==> config.mk <==
export PLATFORM = sky130hd
export DESIGN_NAME = tbr_bank
export DESIGN_NICKNAME = d
export VERILOG_FILES = /design/src/rtl/tbr_bank.sv
export SDC_FILE = /design/constraint.sdc
export NUM_CORES = 1
export LEC_CHECK = 0
export CORE_AREA = 2 2 254 256
export CTS_CLUSTER_DIAMETER = 80
export CTS_CLUSTER_SIZE = 10
export DETAILED_ROUTE_END_ITERATION = 8
export DIE_AREA = 0 0 256 258
export DONT_BUFFER_PORTS = 1
export PLACE_DENSITY = 0.3
export REMOVE_ABC_BUFFERS = 1
export SETUP_SLACK_MARGIN = 0.15
export SLEW_MARGIN = 15
export SYNTH_ARGS = -nofsm -noshare
export SYNTH_HDL_FRONTEND = slang
export SYNTH_SLANG_ARGS = --single-unit
==> constraint.sdc <==
create_clock -name clk -period 2.9 [get_ports clk]
set_clock_uncertainty 0.15 [all_clocks]
set_input_delay 0.29 -clock clk [delete_from_list [all_inputs] [get_ports clk]]
set_output_delay 0.29 -clock clk [all_outputs]
set_load 0.01 [all_outputs]
==> src/rtl/tbr_bank.sv <==
module tbr_bank #(
  parameter int          NUM_REGS     = 8,
  parameter int          ADDR_W       = 16,
  parameter int          BASE_OFF     = 'h100,
  parameter bit          COLL_PRESENT = 1'b1,
  parameter bit          VPE_PRESENT  = 1'b1,
  parameter bit          INDIRECT_EN  = 1'b1,
  parameter bit          FIXED_ATTR   = 1'b0,
  parameter logic [2:0]  FIXED_OUTER  = 3'b000,
  parameter logic [1:0]  FIXED_SHARE  = 2'b00,
  parameter logic [4:0]  DEV_ESZ      = 5'd7,
  parameter logic [4:0]  COLL_ESZ     = 5'd15,
  parameter logic [4:0]  VPE_ESZ      = 5'd31
) (
  input  logic                     clk,
  input  logic                     rst_n,
  input  logic                     bus_wr,
  input  logic [ADDR_W-1:0]        bus_addr,
  input  logic [31:0]              bus_wdata,
  output logic [31:0]              bus_rdata,
  input  logic                     unit_enable,
  input  logic                     unit_quiescent,
  output logic [NUM_REGS-1:0]      tbl_valid,
  output logic [NUM_REGS-1:0]      tbl_indirect,
  output logic [3*NUM_REGS-1:0]    tbl_inner,
  output logic [3*NUM_REGS-1:0]    tbl_outer,
  output logic [2*NUM_REGS-1:0]    tbl_share,
  output logic [2*NUM_REGS-1:0]    tbl_page,
  output logic [8*NUM_REGS-1:0]    tbl_pages,
  output logic [52*NUM_REGS-1:0]   tbl_base
);
  localparam int SLOTS = 8;
  localparam logic [ADDR_W-7:0] WIN_TAG = (ADDR_W-6)'(BASE_OFF >> 6);

  function automatic logic [2:0] ty_of(int k);
    case (k)
      0:       return 3'b001;
      1:       return COLL_PRESENT ? 3'b100 : 3'b000;
      2:       return VPE_PRESENT  ? 3'b010 : 3'b000;
      default: return 3'b000;
    endcase
  endfunction

  function automatic logic [4:0] esz_of(int k);
    case (k)
      0:       return DEV_ESZ;
      1:       return COLL_ESZ;
      2:       return VPE_ESZ;
      default: return 5'd0;
    endcase
  endfunction

  logic        in_win, wr_ok, hi;
  logic [2:0]  sel;
  logic [31:0] rd_word [SLOTS];

  assign in_win    = (bus_addr[ADDR_W-1:6] == WIN_TAG) && (bus_addr[1:0] == 2'b00);
  assign wr_ok     = bus_wr && in_win && !unit_enable && unit_quiescent;
  assign sel       = bus_addr[5:3];
  assign hi        = bus_addr[2];
  assign bus_rdata = in_win ? rd_word[sel] : 32'h0;

  for (genvar i = 0; i < SLOTS; i++) begin : g_slot
    localparam logic [2:0] TY  = ty_of(i);
    localparam logic [4:0] ESZ = esz_of(i);

    if (i < NUM_REGS && TY != 3'b000) begin : g_impl
      logic        valid_q, ind_q, ind_v;
      logic [2:0]  inner_q, outer_q, outer_v;
      logic [35:0] addr_q;
      logic [1:0]  share_q, page_q, share_v;
      logic [7:0]  size_q;
      logic [51:0] base_v;
      logic        hit;

      assign hit = wr_ok && (sel == 3'(i));

      always_ff @(posedge clk) begin
        if (!rst_n) begin
          valid_q <= 1'b0;
          ind_q   <= 1'b0;
          inner_q <= '0;
          outer_q <= '0;
          addr_q  <= '0;
          share_q <= '0;
          page_q  <= '0;
          size_q  <= '0;
        end else if (hit) begin
          if (hi) begin
            valid_q        <= bus_wdata[31];
            ind_q          <= bus_wdata[30];
            inner_q        <= bus_wdata[29:27];
            outer_q        <= bus_wdata[23:21];
            addr_q[35:20]  <= bus_wdata[15:0];
          end else begin
            addr_q[19:0]   <= bus_wdata[31:12];
            share_q        <= (bus_wdata[11:10] == 2'b11) ? 2'b00 : bus_wdata[11:10];
            page_q         <= (bus_wdata[9:8]   == 2'b11) ? 2'b10 : bus_wdata[9:8];
            size_q         <= bus_wdata[7:0];
          end
        end
      end

      assign ind_v   = INDIRECT_EN ? ind_q : 1'b0;
      assign outer_v = FIXED_ATTR ? FIXED_OUTER : outer_q;
      assign share_v = FIXED_ATTR ? FIXED_SHARE : share_q;
      assign base_v  = (page_q == 2'b10) ? {addr_q[3:0], addr_q[35:4], 16'h0}
                                         : {4'h0, addr_q, 12'h0};

      assign rd_word[i] = hi ? {valid_q, ind_v, inner_q, TY, outer_v, ESZ, addr_q[35:20]}
                             : {addr_q[19:0], share_v, page_q, size_q};

      assign tbl_valid[i]          = valid_q;
      assign tbl_indirect[i]       = ind_v;
      assign tbl_inner[3*i +: 3]   = inner_q;
      assign tbl_outer[3*i +: 3]   = outer_v;
      assign tbl_share[2*i +: 2]   = share_v;
      assign tbl_page[2*i +: 2]    = page_q;
      assign tbl_pages[8*i +: 8]   = size_q;
      assign tbl_base[52*i +: 52]  = base_v;
    end else begin : g_none
      assign rd_word[i] = 32'h0;
      if (i < NUM_REGS) begin : g_out
        assign tbl_valid[i]          = 1'b0;
        assign tbl_indirect[i]       = 1'b0;
        assign tbl_inner[3*i +: 3]   = 3'b0;
        assign tbl_outer[3*i +: 3]   = 3'b0;
        assign tbl_share[2*i +: 2]   = 2'b0;
        assign tbl_page[2*i +: 2]    = 2'b0;
        assign tbl_pages[8*i +: 8]   = 8'b0;
        assign tbl_base[52*i +: 52]  = 52'b0;
      end
    end
  end
endmodule

# Yosys cells after proc, flatten, opt, wreduce, memory -nomap -nowiden
# Index checks and enable logic that the tools add are counted.
[classes] reduce_logical=16 addsub=0 n_eq_ne=8 bitwise_logic=2 n_lt_le_gt_ge=1 mux=12 multipliers=0 div_mod_pow=0 shift=0
[ops] cell="two-way mux 32 bit" n=6
[ops] cell="two-way mux 52 bit" n=3
[ops] cell="binary-select mux 32 bit (select 3 bit)" n=1
[ops] cell="AND reduction 2 bit" n=6
[ops] cell="== test 10 x 3 -> 1 bit (second input constant)" n=1
[ops] cell="== test 2 bit (second input constant)" n=5
[ops] cell="logical AND 1 bit" n=7
[ops] cell="greater-or-equal comparator 4 bit (second input constant)" n=1
[ops] cell="two-way mux 2 bit" n=2
[ops] cell="NOT 3 -> 4 bit" n=1
[ops] cell="== test 3 x 1 -> 1 bit (second input constant)" n=1
[ops] cell="== test 3 x 2 -> 1 bit (second input constant)" n=1
[ops] cell="zero test 3 bit" n=1
[ops] cell="zero test 2 bit" n=1
[ops] cell="zero test 1 bit" n=1
[ops] cell="NOT 1 bit" n=1
[word_totals] regBits=168 input_bits=53 wordCells=66 mem_bits_rw=0 output_inout_bits=608 romBits=0 mem_count=0 latch_bits=0

# Logic depth before layout (Yosys ltp)
# Gate-level depths: netlist of the first run.
[depth] depth_word=7 depth_mapped=7 depth_no_buf=4

# Worst setup path after synthesis of the first run
# OpenSTA, ideal clock, no wires.
[synth_timing] path_kind="input to output" start="input bus_addr[9]" end="output bus_rdata[19]" arrival_time_ns=2.242 stages=4 path_slack_ns=0.218 path_buffers=0 t_required_ns=2.460 path_cell_list="or4b_2 > nor4_4 > nand2_1 > a2111oi_0"
[synth_via] elab_chain_len=3
[synth_lines] item="start, declared" line_no="18" source="input logic [ADDR_W-1:0] bus_addr,"
[synth_lines] item="== test 10 x 3 -> 1 bit" line_no="57" source="assign in_win = (bus_addr[ADDR_W-1:6] == WIN_TAG) && (bus_addr[1:0] == 2'b00);"
[synth_lines] item="logical AND 1 bit" line_no="57"
[synth_lines] item="two-way mux 32 bit" line_no="61" source="assign bus_rdata = in_win ? rd_word[sel] : 32'h0;"
[synth_lines] item="end, declared" line_no="20" source="output logic [31:0] bus_rdata,"
# No other way between the ends.

# Worst setup path after layout of the first run
# Same ends and word-level chain as after synthesis.

==> out/metrics.cfg, run 1 <==
[setup_path]
required_ns = 2.46
critical_path.cell_chain = or4b_2, nor4_4, nand2_2, a2111oi_1, buf_4
cpLargestDelayFamily = simple AND/OR/NAND/NOR gates
crit_start = bus_addr[9]
end_kind = primary output
slowest_delay_ns = 0.70
rr_startpoint = g_slot[0].g_impl.addr_q[12]
start_kind = primary input
cp.arrival_ns = 2.06
path_class = in -> out
crit_slowest_cell = or4b_2
crit_buf_inv = 1
crit_fanout = 3
rrSetupSlack_ns = 0.88

[cts]
numCtsBuffers = 17
cts_sinks = 168
cts.clk_slew.worst_paths_ns = 0.07
clkLatencyLatePin_ns = 0.49
clockRootBuffer = clkbuf_16
cts_buffer_depth = 2
htreeDepth = 4
cts_tree = done

[yosys]
synth-seq-cells = 168
netlist-cell-type-count = 41
async_reset_ff_share_pct = 0
synth_area_leaders = buf_4, dfxtp_1, mux2i_1
ys_seq_area_share_pct = 28.6
synth.most_common_cell = buf_4
syn_inst = 1338
synthesis.area_um2 = 11800
ys.flop_type = dfxtp_1
yosysWarnings = 0
synth_edf_count = 0
synth_commonest_cells = buf_4, nand2_1, mux2i_1
syn_area_per_cell_um2 = 8.80
synth.top_cell.area_share_pct = 31.8
yosysTopAreaCell = buf_4

[timing]
setup_violations = 0
worstMarginPinSlew_ns = 0.973
finalCritPeriodShare_pct = 86.2
slew_violations = 0
min_period_ns = 2.50
hold_viol = 0
fmax_mhz = 400
rsz0062_at_grt = no
layout_setup_ws_ns = 0.401
timing.slew.headroom_pct = 34.9
whs_ns = 0.0266

[layout]
drive_gt1_share_pct = 9.19
multi_input_area_um2 = 5770
post-route-util_pct = 19.5
syn2layout_area_growth_pct = 5.18
nNetsFinal = 1392
antenna_cells = 0
regArea_um2 = 3360
n_fill_cell = 7120
stdcell_area_um2 = 12400

[place]
gp_congestion = 0.697
placed_area_um2 = 10600
portBuffers = 0
hpwl_mm = 26.8
place_ws_ns = 0.262

[routing]
drtIter0Drc = 324
drtPass1Iterations = 4
drt-total-wl_mm = 40.6
route.detailed.drc = 0
viasPerCell = 3.50
dr_total_vias = 7721
postRouteAntennaNets = 0
wl_per_cell_um = 18.4

[die]
io_pins = 661
coreArea_um2 = 63600
die_area_um2 = 66000
start_util_pct = 18.5
dieWidth_um = 256
die_h_um = 258
fp-row-count = 93

[flow_run]
max_cap_violations = 0

[global_routing]
grt_usage_pct = 11.8
antenna_found_initial = 5
grt_pass1_wl_mm = 55.7
grt_pass1_vias = 7270
grt_max_degree = 125
grt_overflow_total = 0

[pwr]
worst_ir_drop_vdd_v = 0.000460
pwr_density_cell_nw_per_um2 = 434
p_leak_nw = 5.67

[min_path]
min_from = bus_wdata[0]
hold_class = in -> reg

[outcome]
outcome = finished, final reports clean

-- placed cells by master (no fill, tap or decap), types with 17 or more instances in the layout --
master	instances
a22oi_1	42
and2_1	25
buf_4	32
clkbuf_16	17
conb_1	396
dfxtp_1	168
dlygate4sd3_1	116
mux2_2	42
mux2i_1	176
nand2_1	202
nor2_1	26
o22a_1	22
-- per-layer routing --
metal | up-vias | track usage [%] | share of wire (%)
li1 | 3515 | - | -
met4 | 4 | 3.46 | 1.3
met3 | 30 | 4.28 | 7.6
met1 | 3826 | 13.8 | 41
met2 | 346 | 20.2 | 50
met5 | - | 0 | 0.066
-- logic make-up after synthesis --
family / synth area share, %
muxes: 19.0
and+or+nand+nor: 11.0
DFF: 28.6
buffers and inverters: 35.4
other: 0.0319
AOI/OAI and AO/OA: 6.03
-- area by class of cell --
| cell class | count | area share [%] |
|---|---|---|
| multi-input cells | 996 | 46.6 |
| clock buffers | 19 | 3.50 |
| repair buffers | 155 | 12.5 |
| flip-flops and latches | 168 | 27.2 |
| clock inverters | 11 | 1.60 |
| inverters | 1 | 0.0303 |
| well taps | 855 | 8.64 |
-- worst register-to-register path, delay by kind of cell, from the launching register on --
family / cells / cell delay [ns]
buf+inv: 2 / 1.13
mux: 1 / 0.15
simple gates: 1 / 0.08
flops: 1 / 0.46
-- power breakdown --
part / switching [W] / internal [W]
clock network: 0.00110 / 0.00152
registers: 0.00000000840 / 0.00231
logic: 0.000372 / 0.0000713
total: 0.00147 / 0.00390
-- what timing repair did --
action	in CTS	in global routing
endpoints found under the setup margin	0	1
hold endpoints to repair	168	0
buffers inserted	0	0
resized for setup	0	1
hold buffers	117	0
-- state kept, by name (all words and copies together), names as in the netlist --
name / count
g_slot.g_impl.addr_q: 108
g_slot.g_impl.ind_q: 3
g_slot.g_impl.inner_q: 9
g_slot.g_impl.outer_q: 9
g_slot.g_impl.page_q: 6
g_slot.g_impl.share_q: 6
g_slot.g_impl.size_q: 24
g_slot.g_impl.valid_q: 3
-- path summary, 6_finish.rpt --
path | to | cells past startpoint
worst min-delay path | g_slot[1].g_impl.size_q[0] | 2
worst min register to register | g_slot[0].g_impl.addr_q[3] | 2
worst max-delay path | bus_rdata[19] | 5
worst max register to register | g_slot[0].g_impl.addr_q[12] | 4
-- through the flow --
| step | setup TNS, ns | total power (W) | std cells |
|---|---|---|---|
| floorplan | -0.258 | 0.00265 | 1165 |
| global placement | 0 | 0.00272 | 2058 |
| detailed placement | 0 | 0.00272 | 2058 |
| CTS | 0 | 0.00548 | 2205 |
| global route | 0 | 0.00559 | 2205 |
| finish | 0 | 0.00537 | 2205 |
No activity file was read; power rests on OpenSTA's default activity.
==> run 2, diff against run 1 <==
Settings changed: CORE_AREA 2 2 254 256 to 4 4 256 258, DIE_AREA 0 0 256 258 to 0 0 260 262.
==> run 2 against run 1 <==
Register-to-register slack better by 0.03 ns; sequential share of layout area hardly changed; clock power is 6% lower; flip-flop and latch count stayed put.
==> out/metrics.cfg, run 2 (synthesis gave the netlist of run 1 again) <==
[layout]
max_flop_register = g_slot.g_impl.addr_q
post-route-util_pct = 19.6
layout_commonest_cell = conb_1
multi_input_area_um2 = 5760
syn2layout_area_growth_pct = 5.09
final_cell_mix = conb_1, nand2_1, mux2i_1, dfxtp_1, dlygate4sd3_1
largest_reg_flops = 108
regArea_um2 = 3360
top_regs = g_slot.g_impl.addr_q: 108 flops, g_slot.g_impl.size_q: 24 flops
drive_gt1_share_pct = 9.60
n_fill_cell = 7066
nNetsFinal = 1394

[die]
dieWidth_um = 260
die_area_um2 = 68100
start_util_pct = 18.7
coreArea_um2 = 63000
io_pins = 661
fp-row-count = 92
die_h_um = 262

[setup_path]
cp.arrival_ns = 2.90
end_kind = flip-flop
critical_path.cell_chain = nor3_1, and4b_1, and4_2, buf_12, mux2i_1, dlygate4sd3_1
slowest_delay_ns = 0.65
crit_fanout = 24
required_ns = 3.17
path_class = in -> reg
start_kind = primary input
crit_slowest_cell = and4b_1

[cts]
clockRootBuffer = clkbuf_16
htreeDepth = 4
clkLatencyLatePin_ns = 0.47
cts_tree = done
post-cts-setup-buffers = 0
cts-resized-gates = 0
cts.clk_slew.worst_paths_ns = 0.07
ctsHoldBuffers = 117
cts_sinks = 168
cts_buffer_depth = 2
numCtsBuffers = 17

[timing]
rsz0062_at_grt = no
slew_violations = 0
worstMarginPinSlew_ns = 0.814
finalCritPeriodShare_pct = 91.0
timing.slew.headroom_pct = 45.6
min_period_ns = 2.64
hold_viol = 0
setup_violations = 0
fmax_mhz = 379
finalSetupTns_ns = 0

[outcome]
outcome = finished, final reports clean

[pwr]
p_switching_w = 0.00150
p_leak_nw = 5.68
worst_ir_drop_vdd_v = 0.000454
pwr-share-clk_pct = 47.2
p_int_w = 0.00373
p_comb_share_pct = 8.7
swShare_pct = 28.7
p_seq_share_pct = 44.0
power.total_w = 0.00524
pwr_density_cell_nw_per_um2 = 423

[place]
hpwl_mm = 28.5
gp_congestion = 0.685
portBuffers = 0

[global_routing]
grt_overflow_total = 0
antenna_found_initial = 2
grt_pass1_vias = 7438
grt_usage_pct = 11.9
grt_max_degree = 124
grt_pass1_wl_mm = 57.4

[routing]
viasPerCell = 3.53
wl_per_cell_um = 19.5
route.detailed.drc = 0
drt-total-wl_mm = 43.0
postRouteAntennaNets = 0
dr_total_vias = 7763
drtPass1Iterations = 4
drtIter0Drc = 251

[min_path]
hold_class = in -> reg

[flow_run]
max_cap_violations = 0

==> run 2: changes by cell type in the layout (fill, tap and decap cells not counted), moves of 2 or more <==
cell / before / now
bufinv_16: 5 / 2
clkbuf_8: 0 / 3
buf_4: 32 / 34
clkinvlp_4: 1 / 3
inv_6: 2 / 4
==> run 2: per-stage QoR <==
stage	cells	area (µm²)	worst slack, ns	hold WS (ns)
2_1_floorplan	1165	9090	-0.258	0.287
3_3_place_gp	2051	10600	0.142	0.314
3_5_place_dp	2051	10600	0.273	0.312
4_1_cts	2200	12400	0.251	0.00106
5_1_grt	2200	12400	0.188	0.0373
6_report	2201	12400	0.261	0.0286
==> run 2: final timing paths <==
| check | from | to | slack (ns) | cells past startpoint |
|---|---|---|---|---|
| max | bus_addr[5] | g_slot[2].g_impl.ind_q | 0.26 | 6 |
| min | bus_wdata[13] | g_slot[0].g_impl.addr_q[33] | 0.03 | 2 |
| max reg2reg | g_slot[0].g_impl.outer_q[1] | g_slot[0].g_impl.outer_q[1] | 0.91 | 4 |
| min reg2reg | g_slot[1].g_impl.addr_q[0] | g_slot[1].g_impl.addr_q[0] | 0.34 | 2 |
==> run 2: critical path: cells and delay by family <==
family                 cells  cell delay (ns)
multiplexers               1             0.22
buffers and inverters      2             0.83
AND/OR/NAND/NOR            3             1.54
==> run 2: routing by layer <==
layer	GRT usage (%)	share of wire, %	vias up
li1	-	-	3541
met1	14.0	40	3787
met2	20.2	50	389
met3	4.26	8.7	46
met4	3.78	1.6	0
met5	0	0	-
==> run 2: power groups by stage <==
stage	Clock [W]	Sequential (W)	Combinational, W
final	0.00247	0.00230	0.000457
after global routing	0.00265	0.00230	0.000511
after CTS	0.00260	0.00230	0.000443
after detailed placement	0	0.00236	0.000360
after global placement	0	0.00236	0.000360
after floorplan	0	0.00236	0.000294
==> run 2: layout make-up <==
type	instances	area share (%)
inverter	1	0.0303
clock buffer	21	3.80
tap	846	8.56
antenna	1	0.0202
sequential	168	27.2
clock inverter	11	1.09
timing repair buffer	157	12.7
multi-input combinational	996	46.6
==> run 3, diff against run 2 <==
Settings changed: GPL_ROUTABILITY_DRIVEN from default to 0, REMOVE_ABC_BUFFERS 1 to default.
==> run 3 against run 2 <==
Global-route usage is essentially flat; non-clock buffer count up 4; first-iteration DRC count is 32% higher; core utilization is essentially flat; hold slack gained 0.031 ns; fmax grew 1.4%; wire length hardly changed; sequential power hardly changed; design area hardly changed; critical path depth increased by 1; combinational power about the same.
==> out/metrics.cfg, run 3 (synthesis gave the netlist of run 1 again) <==
[routing]
postRouteAntennaNets = 0
drtIter0Drc = 332
route.detailed.drc = 0
drtPass1Iterations = 5
viasPerCell = 3.56
dr_total_vias = 7841
drt-total-wl_mm = 43.0
wl_per_cell_um = 19.5

[timing]
hold_viol = 0
setup_violations = 0
finalSetupTns_ns = 0
whs_ns = 0.0591
slew_violations = 0
min_period_ns = 2.60
timing.slew.headroom_pct = 29.9
finalCritPeriodShare_pct = 89.7
worstMarginPinSlew_ns = 1.05
rsz0062_at_grt = no
layout_setup_ws_ns = 0.298
fmax_mhz = 384

[cts]
htreeDepth = 4
cts_sinks = 168
post-cts-setup-buffers = 0
cts-resized-gates = 0
cts.clk_slew.worst_paths_ns = 0.07
cts_tree = done
ctsHoldBuffers = 116
cts_buffer_depth = 2
clockRootBuffer = clkbuf_16
numCtsBuffers = 17
clkLatencyLatePin_ns = 0.47

[pwr]
worst_ir_drop_vdd_v = 0.000431
p_switching_w = 0.00148
pwr_density_cell_nw_per_um2 = 424
swShare_pct = 28.2
p_seq_share_pct = 44.0
p_comb_share_pct = 8.7
p_leak_nw = 5.69
pwr-share-clk_pct = 47.3
p_int_w = 0.00376
power.total_w = 0.00524

[place]
hpwl_mm = 29.3
dp_cells = 2056
portBuffers = 0
place_ws_ns = 0.302

[die]
start_util_pct = 18.7
dieWidth_um = 260
die_h_um = 262
coreArea_um2 = 63000
io_pins = 661
fp-row-count = 92
die_area_um2 = 68100

[global_routing]
grt_usage_pct = 11.8
grt_overflow_total = 0
grt_max_degree = 125
grt_pass1_vias = 7386
grt_pass1_wl_mm = 57.3
antenna_found_initial = 6

[min_path]
hold_class = in -> reg
worstHoldPathCells = 2

[setup_path]
start_kind = primary input
crit_fanout = 10
end_kind = primary output
cp.arrival_ns = 2.16
r2r_cells = 4
required_ns = 2.46
path_class = in -> out

[outcome]
outcome = finished, final reports clean

[layout]
drive_gt1_share_pct = 9.81
largest_reg_flops = 108
layout.cells.non_filler = 2202
nNetsFinal = 1398
syn2layout_area_growth_pct = 5.11
max_flop_register = g_slot.g_impl.addr_q
top_regs = g_slot.g_impl.addr_q: 108 flops, g_slot.g_impl.size_q: 24 flops
antenna_cells = 0
final_cell_mix = conb_1, nand2_1, mux2i_1, dfxtp_1, dlygate4sd3_1
layout_commonest_cell = conb_1

[flow_run]
max_cap_violations = 0

-- run 3: changes by cell type in the layout (fill, tap and decap cells not counted), sizes merged --
| cell | previous run | this run |
|---|---|---|
| diode | 1 | 0 |
| buf | 42 | 46 |
| inv | 5 | 6 |
| clkinvlp | 3 | 4 |
| clkbuf | 21 | 18 |
| bufinv | 2 | 3 |
| clkinv | 2 | 0 |
-- run 3: final timing paths --
| kind | startpoint | end | slack [ns] |
|---|---|---|---|
| max | bus_addr[9] | bus_rdata[17] | 0.30 |
| min | bus_wdata[12] | g_slot[0].g_impl.addr_q[32] | 0.06 |
| max reg2reg | g_slot[2].g_impl.page_q[1] | g_slot[2].g_impl.page_q[1] | 0.79 |
| min reg2reg | g_slot[2].g_impl.addr_q[0] | g_slot[2].g_impl.addr_q[0] | 0.35 |
-- run 3: cell type report --
type / count / area [µm²]
clock inverters: 12 / 166
inverters: 1 / 3.75
repair buffers: 161 / 1580
fillers: 7133 / 50600
well taps: 846 / 1060
multi-input cells: 996 / 5760
flip-flops and latches: 168 / 3360
clock buffers: 18 / 439
-- run 3: stage by stage --
stage	util [%]	instance area, µm²
detailed placement	16.8	10600
finish	19.7	12400
global route	19.7	12400
floorplan	-	13300
global placement	16.8	10600
CTS	19.7	12400
-- run 3: critical path, cell delays in order --
cell      delay [ns]
or4b_2          0.70
nor4_4          0.21
nand2_2         0.09
buf_4           0.20
buf_4           0.19
a221oi_1        0.27
buf_4           0.18
-- run 3: power groups by stage --
stage               Sequential (W)  Clock (W)  Combinational, W
floorplan                  0.00236          0          0.000765
global placement           0.00236          0          0.000363
detailed placement         0.00236          0          0.000363
finish                     0.00231    0.00248          0.000459
global route               0.00230    0.00268          0.000511
CTS                        0.00230    0.00263          0.000444
-- run 3: per-layer routing --
layer | GRT usage (%) | vias up | part of all wire, %
met5 | 0 | - | 0
met4 | 3.97 | 0 | 1.7
met1 | 13.9 | 3897 | 39
li1 | - | 3542 | -
met2 | 20.7 | 367 | 51
met3 | 3.52 | 35 | 7.6
